===== config.mk =====
export PLATFORM = sky130hd
export DESIGN_NAME = sm_compare
export DESIGN_NICKNAME = d
export VERILOG_FILES = /design/src/rtl/sm_compare_pkg.sv /design/src/rtl/mag_slice_cmp.sv /design/src/rtl/slice_merge.sv /design/src/rtl/sign_resolve.sv /design/src/rtl/sm_compare.sv
export SDC_FILE = /design/constraint.sdc
export NUM_CORES = 1
export LEC_CHECK = 0
export BUFFER_PORTS_ARGS = -buffer_cell sky130_fd_sc_hd__buf_2
export CORE_AREA = 2 2 39 41
export DETAILED_ROUTE_END_ITERATION = 6
export DIE_AREA = 0 0 41 43
export MAX_ROUTING_LAYER = met4
export PLACE_DENSITY_LB_ADDON = 0.15
export RECOVER_POWER = 100
export SYNTH_ARGS = -nofsm -noshare
export SYNTH_HDL_FRONTEND = slang
export SYNTH_HIERARCHICAL = 1
export SYNTH_SLANG_ARGS = --single-unit

===== constraint.sdc =====
create_clock -name vclk -period 2.1
set_clock_uncertainty 0.1 [all_clocks]
set_input_delay 0.42 -clock vclk [all_inputs]
set_output_delay 0.42 -clock vclk [all_outputs]
set_load 0.03 [all_outputs]

===== src/rtl/sm_compare_pkg.sv =====
package sm_compare_pkg;

   typedef struct packed {
      logic gt;
      logic eq;
      logic lt;
   } ord_t;

   localparam ord_t ORD_EQ = '{gt: 1'b0, eq: 1'b1, lt: 1'b0};

   // Join a more significant verdict with a less significant one.
   function automatic ord_t ord_join(input ord_t upper, input ord_t lower);
      ord_t r;
      r.gt = upper.gt | (upper.eq & lower.gt);
      r.eq = upper.eq & lower.eq;
      r.lt = upper.lt | (upper.eq & lower.lt);
      return r;
   endfunction

   // Swap the greater and less flags.
   function automatic ord_t ord_flip(input ord_t v);
      ord_t r;
      r.gt = v.lt;
      r.eq = v.eq;
      r.lt = v.gt;
      return r;
   endfunction

endpackage


===== src/rtl/mag_slice_cmp.sv =====
module mag_slice_cmp
   import sm_compare_pkg::*;
#(
   parameter int SLICE_W = 4
) (
   input  logic [SLICE_W-1:0] a_part,
   input  logic [SLICE_W-1:0] b_part,
   output ord_t               verdict
);

   generate
      if (SLICE_W < 1) begin : g_bad_width
         $error("mag_slice_cmp: SLICE_W must be at least 1");
      end
   endgenerate

   // Scan from the low bit upward. A higher differing bit overwrites
   // any lower decision, so the most significant difference wins.
   always_comb begin
      verdict = ORD_EQ;
      for (int i = 0; i < SLICE_W; i++) begin
         if (a_part[i] != b_part[i]) begin
            verdict.gt = a_part[i];
            verdict.eq = 1'b0;
            verdict.lt = b_part[i];
         end
      end
   end

endmodule


===== src/rtl/slice_merge.sv =====
module slice_merge
   import sm_compare_pkg::*;
#(
   parameter int NUM_SLICES = 2
) (
   input  ord_t [NUM_SLICES-1:0] part,
   output ord_t                  total
);

   generate
      if (NUM_SLICES < 1) begin : g_bad_count
         $error("slice_merge: NUM_SLICES must be at least 1");
      end
   endgenerate

   ord_t [NUM_SLICES-1:0] acc;

   // Slice 0 is least significant. Each stage lets the next slice up
   // override the accumulated verdict unless that slice is equal.
   assign acc[0] = part[0];

   generate
      for (genvar k = 1; k < NUM_SLICES; k++) begin : g_join
         assign acc[k] = ord_join(part[k], acc[k-1]);
      end
   endgenerate

   assign total = acc[NUM_SLICES-1];

endmodule


===== src/rtl/sign_resolve.sv =====
module sign_resolve
   import sm_compare_pkg::*;
(
   input  ord_t mag_ord,
   input  logic a_neg,
   input  logic b_neg,
   input  logic a_zero,
   input  logic b_zero,
   output ord_t signed_ord
);

   logic a_eff_neg;
   logic b_eff_neg;

   // A zero magnitude is treated as positive, so -0 and +0 meet as equal.
   assign a_eff_neg = a_neg & ~a_zero;
   assign b_eff_neg = b_neg & ~b_zero;

   always_comb begin
      unique case ({a_eff_neg, b_eff_neg})
         2'b00: signed_ord = mag_ord;
         2'b11: signed_ord = ord_flip(mag_ord);
         2'b01: signed_ord = '{gt: 1'b1, eq: 1'b0, lt: 1'b0};
         default: signed_ord = '{gt: 1'b0, eq: 1'b0, lt: 1'b1};
      endcase
   end

endmodule


===== src/rtl/sm_compare.sv =====
module sm_compare
   import sm_compare_pkg::*;
#(
   parameter int MAG_W   = 8,
   parameter int SLICE_W = 4
) (
   input  logic [MAG_W-1:0] a_mag,
   input  logic             a_neg,
   input  logic [MAG_W-1:0] b_mag,
   input  logic             b_neg,
   output logic             a_gt_b,
   output logic             a_eq_b,
   output logic             a_lt_b
);

   localparam int NUM_SLICES = (SLICE_W > 0) ? (MAG_W / SLICE_W) : 1;

   generate
      if (SLICE_W < 1 || MAG_W < SLICE_W || (MAG_W % SLICE_W) != 0) begin : g_bad_cfg
         $error("sm_compare: MAG_W must be a positive multiple of SLICE_W");
      end
   endgenerate

   ord_t [NUM_SLICES-1:0] slice_ord;
   ord_t                  mag_ord;
   ord_t                  final_ord;

   generate
      for (genvar s = 0; s < NUM_SLICES; s++) begin : g_slice
         mag_slice_cmp #(.SLICE_W(SLICE_W)) u_slice (
            .a_part  (a_mag[s*SLICE_W +: SLICE_W]),
            .b_part  (b_mag[s*SLICE_W +: SLICE_W]),
            .verdict (slice_ord[s])
         );
      end
   endgenerate

   slice_merge #(.NUM_SLICES(NUM_SLICES)) u_merge (
      .part  (slice_ord),
      .total (mag_ord)
   );

   sign_resolve u_sign (
      .mag_ord    (mag_ord),
      .a_neg      (a_neg),
      .b_neg      (b_neg),
      .a_zero     (a_mag == '0),
      .b_zero     (b_mag == '0),
      .signed_ord (final_ord)
   );

   assign a_gt_b = final_ord.gt;
   assign a_eq_b = final_ord.eq;
   assign a_lt_b = final_ord.lt;

endmodule


[Yosys cells after proc, flatten, opt, wreduce, memory -nomap -nowiden]
Index checks and enable logic that the tools add are counted.
Storage, ports and cells
  flip-flop bits (word level): 0
  input bits: 18
  output and inout bits: 3
  logic and storage cells: 31
Cells by class
  equality and inequality tests: 10
  multiplexer cells: 9
  bitwise operators: 9
  reduce and logical (&&, ||, !) cells: 3
Operators with widths (number)
  $mux W3: 8
  $logic_not A8 Y1: 2
  $pmux W3 S3: 1
  $ne A1 B1 Y1: 8
  $and A1 B1 Y1: 5
  $eq A2 B1 Y1 const B: 1
  $eq A2 B2 Y1 const B: 1
  $logic_not A2 Y1: 1
  $not A1 Y1: 2
  $or A1 B1 Y1: 2

[Depth between registers and ports, before layout]
  word-level depth: 8
  gate-level depth with buffers: 8
  gate-level depth less buffers: 8

[Hierarchy]
Netlist, hierarchy kept.
Modules (own cells, without submodules)
  mag_slice_cmp: times used 2, cells each 20, area each 156.4 µm², sequential area each 0.0 µm²
  sign_resolve: times used 1, cells each 11, area each 70.1 µm², sequential area each 0.0 µm²
  sm_compare: times used 1, cells each 6, area each 37.5 µm², sequential area each 0.0 µm²
  slice_merge: times used 1, cells each 3, area each 22.5 µm², sequential area each 0.0 µm²

[Worst setup path after synthesis]
OpenSTA, ideal clock, no wires.
  path kind: input-to-output
  start: input a_mag[0]
  end: output a_lt_b
  data arrival time: 1879 ps
  data required time: 1580 ps
  slack: -299 ps
  stages on the path: 8
  path buffers: 0
  cells stage by stage: inv_1 ha_1 a21boi_2 o21ai_1 maj3_2 a21o_1 nor2_1 o21ai_0
RTL lines
  from (decl): RTL line sm_compare.sv:7  | input logic [MAG_W-1:0] a_mag,
  to (decl): RTL line sm_compare.sv:13  | output logic a_lt_b

==> run summary <==
Post-synth top area share = 11.30%
Max_slew headroom = 89.57%
Worst setup SP type = input port
Post-CTS Hold Fix Bufs = 0
Synth warn = 6
Post-synth top cells = inv_1, nor2_1
Violated checks = setup timing
Comb pwr share = 100.0%
CP peak stage delay = 0.30 ns
Worst-Margin Slew = 0.1552 ns
Netlist cell types = 25
Seq/Total Area, Yosys = 0%
Clock buffers = 0
DP Wirelength = 978.2 um
Die Ht = 43 um
N_diodes = 0
Clock share of power = 0%
Crit path capture type = output port
Placer congestion estimate = 0.8462
Status = finished, violations left
Synth area leaders = ha_1, xor2_1, inv_1, or4_1, nand2b_4
Mapped Nets = 82
Final nets = 121
First-pass GRT wire length = 2311 um
Slowest CP cell = maj3_2
Max-Cap Viols = 0
Design area = 919.6 um^2
DRC Markers = 0
Row cnt = 14
FF/Latch Area = 0 um^2
Largest area contributor in the netlist = ha_1
Drt wl/cell = 12.12 um
Final hold violation count = 0
Syn Area/Cell = 7.382 um^2
Netlist area before placement = 442.9 um^2
Max Clk Rate = 450.9 MHz
Int Pwr = 106.1 uW
Total GRT Usage = 18.63%
1st-iter DRT viols = 2
Grt ovf = 0
Hold crit path type = in2out
Net switching power = 85.86 uW
Number of global-route vias before repair = 590
Post-Route WL = 1369 um
Peak supply drop = 106.4 uV
RSZ-0062 raised after global routing = yes
Non-filler cells, final = 113
Port bufs = 21
Io pins = 21
Die W = 41 um
Layout cell share with drive strength beyond 1 = 76.29%
Period utilization = 105.6%
Cell Chain, Critical Path = buf_8, inv_4, ha_4, a21boi_2, o21ai_1, maj3_2, a21o_1, nor2_2, o21ai_2, buf_6
Initial core utilization = 32.01%
Sequential power share = 0%
Vias per cell = 4.965
Via count = 561
Worst EP required = 1.58 ns
Post-route ant nets = 0
# setup viols final = 3
Pin count of the biggest net entering global routing = 5
Dpl cells = 113
Most common cell in the synthesized netlist = inv_1
PwrDens = 208.7 nW/um^2
Tmin final = 2.218 ns
Drt pass-1 iters = 2
CP max FO = 3
Critical path type = in2out
Placed cell area = 700.7 um^2
Synth Instances = 60
Initial antenna violation count = 0
Die area = 1763 um^2
CP arrival = 1.70 ns
Switching share of total power = 44.73%
Area growth, synth to finish = 107.6%
Seq Cell Count = 0
Slew Limit Fails = 0
Area of the core = 1384 um^2
Fin worst setup slack = -0.1180 ns
Leak = 0.0004258 uW
-- cell usage in the layout, fill, tap and decap left out, types with 3 or more instances in the layout --
cell / Yosys / routed
nor2_4: 0 / 3
xor2_1: 4 / 4
o21ai_2: 2 / 4
buf_6: 0 / 11
buf_2: 0 / 10
a21oi_2: 2 / 5
or4_4: 0 / 4
inv_1: 8 / 6
buf_8: 0 / 3
nand2b_4: 2 / 3
buf_4: 0 / 13
ha_4: 0 / 4
-- what timing repair did --
item,4_1_cts,5_1_grt
resized for setup,44,11
setup buffers,0,0
pin swaps,25,11
endpoints found under the setup margin,3,3
hold endpoints to repair,0,0
-- cell families (layout without fill, tap and decap cells) --
family	after synthesis	after routing	share of synthesized area, %
buffers and inverters	8	45	6.780
and+or+nand+nor	23	23	36.44
AOI/OAI and AO/OA	18	18	30.51
adders and majority gates	6	6	16.38
xor gates and xnor gates	5	5	9.887
-- layer usage --
layer	routed length [um]	up-vias	global-route usage [%]	part of all wire, %
met5	0	-	-	0
met4	37	0	4.000	2.7
met3	56	4	1.047	4.1
met2	760	19	34.69	56
met1	515	252	19.94	38
li1	-	286	-	-
-- power by group through the flow --
| stage | clock [uW] | combinational [uW] | sequential (uW) |
|---|---|---|---|
| floorplan | 0 | 77.2 | 0 |
| global placement | 0 | 141 | 0 |
| detailed placement | 0 | 142 | 0 |
| CTS | 0 | 178 | 0 |
| global route | 0 | 207 | 0 |
| finish | 0 | 192 | 0 |
-- final cells by class --
type | instances | area (um^2)
fillers | 108 | 464.2
inverters | 8 | 35.03
multi-input cells | 52 | 548.0
well taps | 16 | 20.02
repair buffers | 37 | 316.6
-- through the flow --
step / worst slack, ns / hold slack, ns / total power (uW) / utilization (%) / setup TNS (ns)
detailed placement: -0.3116 / 1.250 / 142.4 / 50.63 / -0.8467
global placement: -0.2911 / 1.242 / 141.2 / 50.63 / -0.7972
finish: -0.1180 / 1.232 / 191.9 / 66.46 / -0.3374
CTS: -0.1161 / 1.227 / 177.8 / 63.20 / -0.3120
floorplan: -0.01239 / 1.036 / 77.24 / - / -0.02347
global route: -0.1772 / 1.268 / 207.0 / 66.46 / -0.4739
-- final timing paths --
kind	start	endpoint	slack, ns	depth (start not counted)
worst max-delay path	a_mag[0]	a_lt_b	-0.12	10
worst min-delay path	a_neg	a_lt_b	1.23	5
-- worst max-delay path: cells and delay by family --
family | cells | cell delay [ns]
adder cells (fa/ha/maj) | 2 | 0.45
AO/OA/AOI/OAI | 4 | 0.46
AND/OR/NAND/NOR | 1 | 0.12
buffers and inverters | 3 | 0.24
Power figures use the tool's default switching activity.
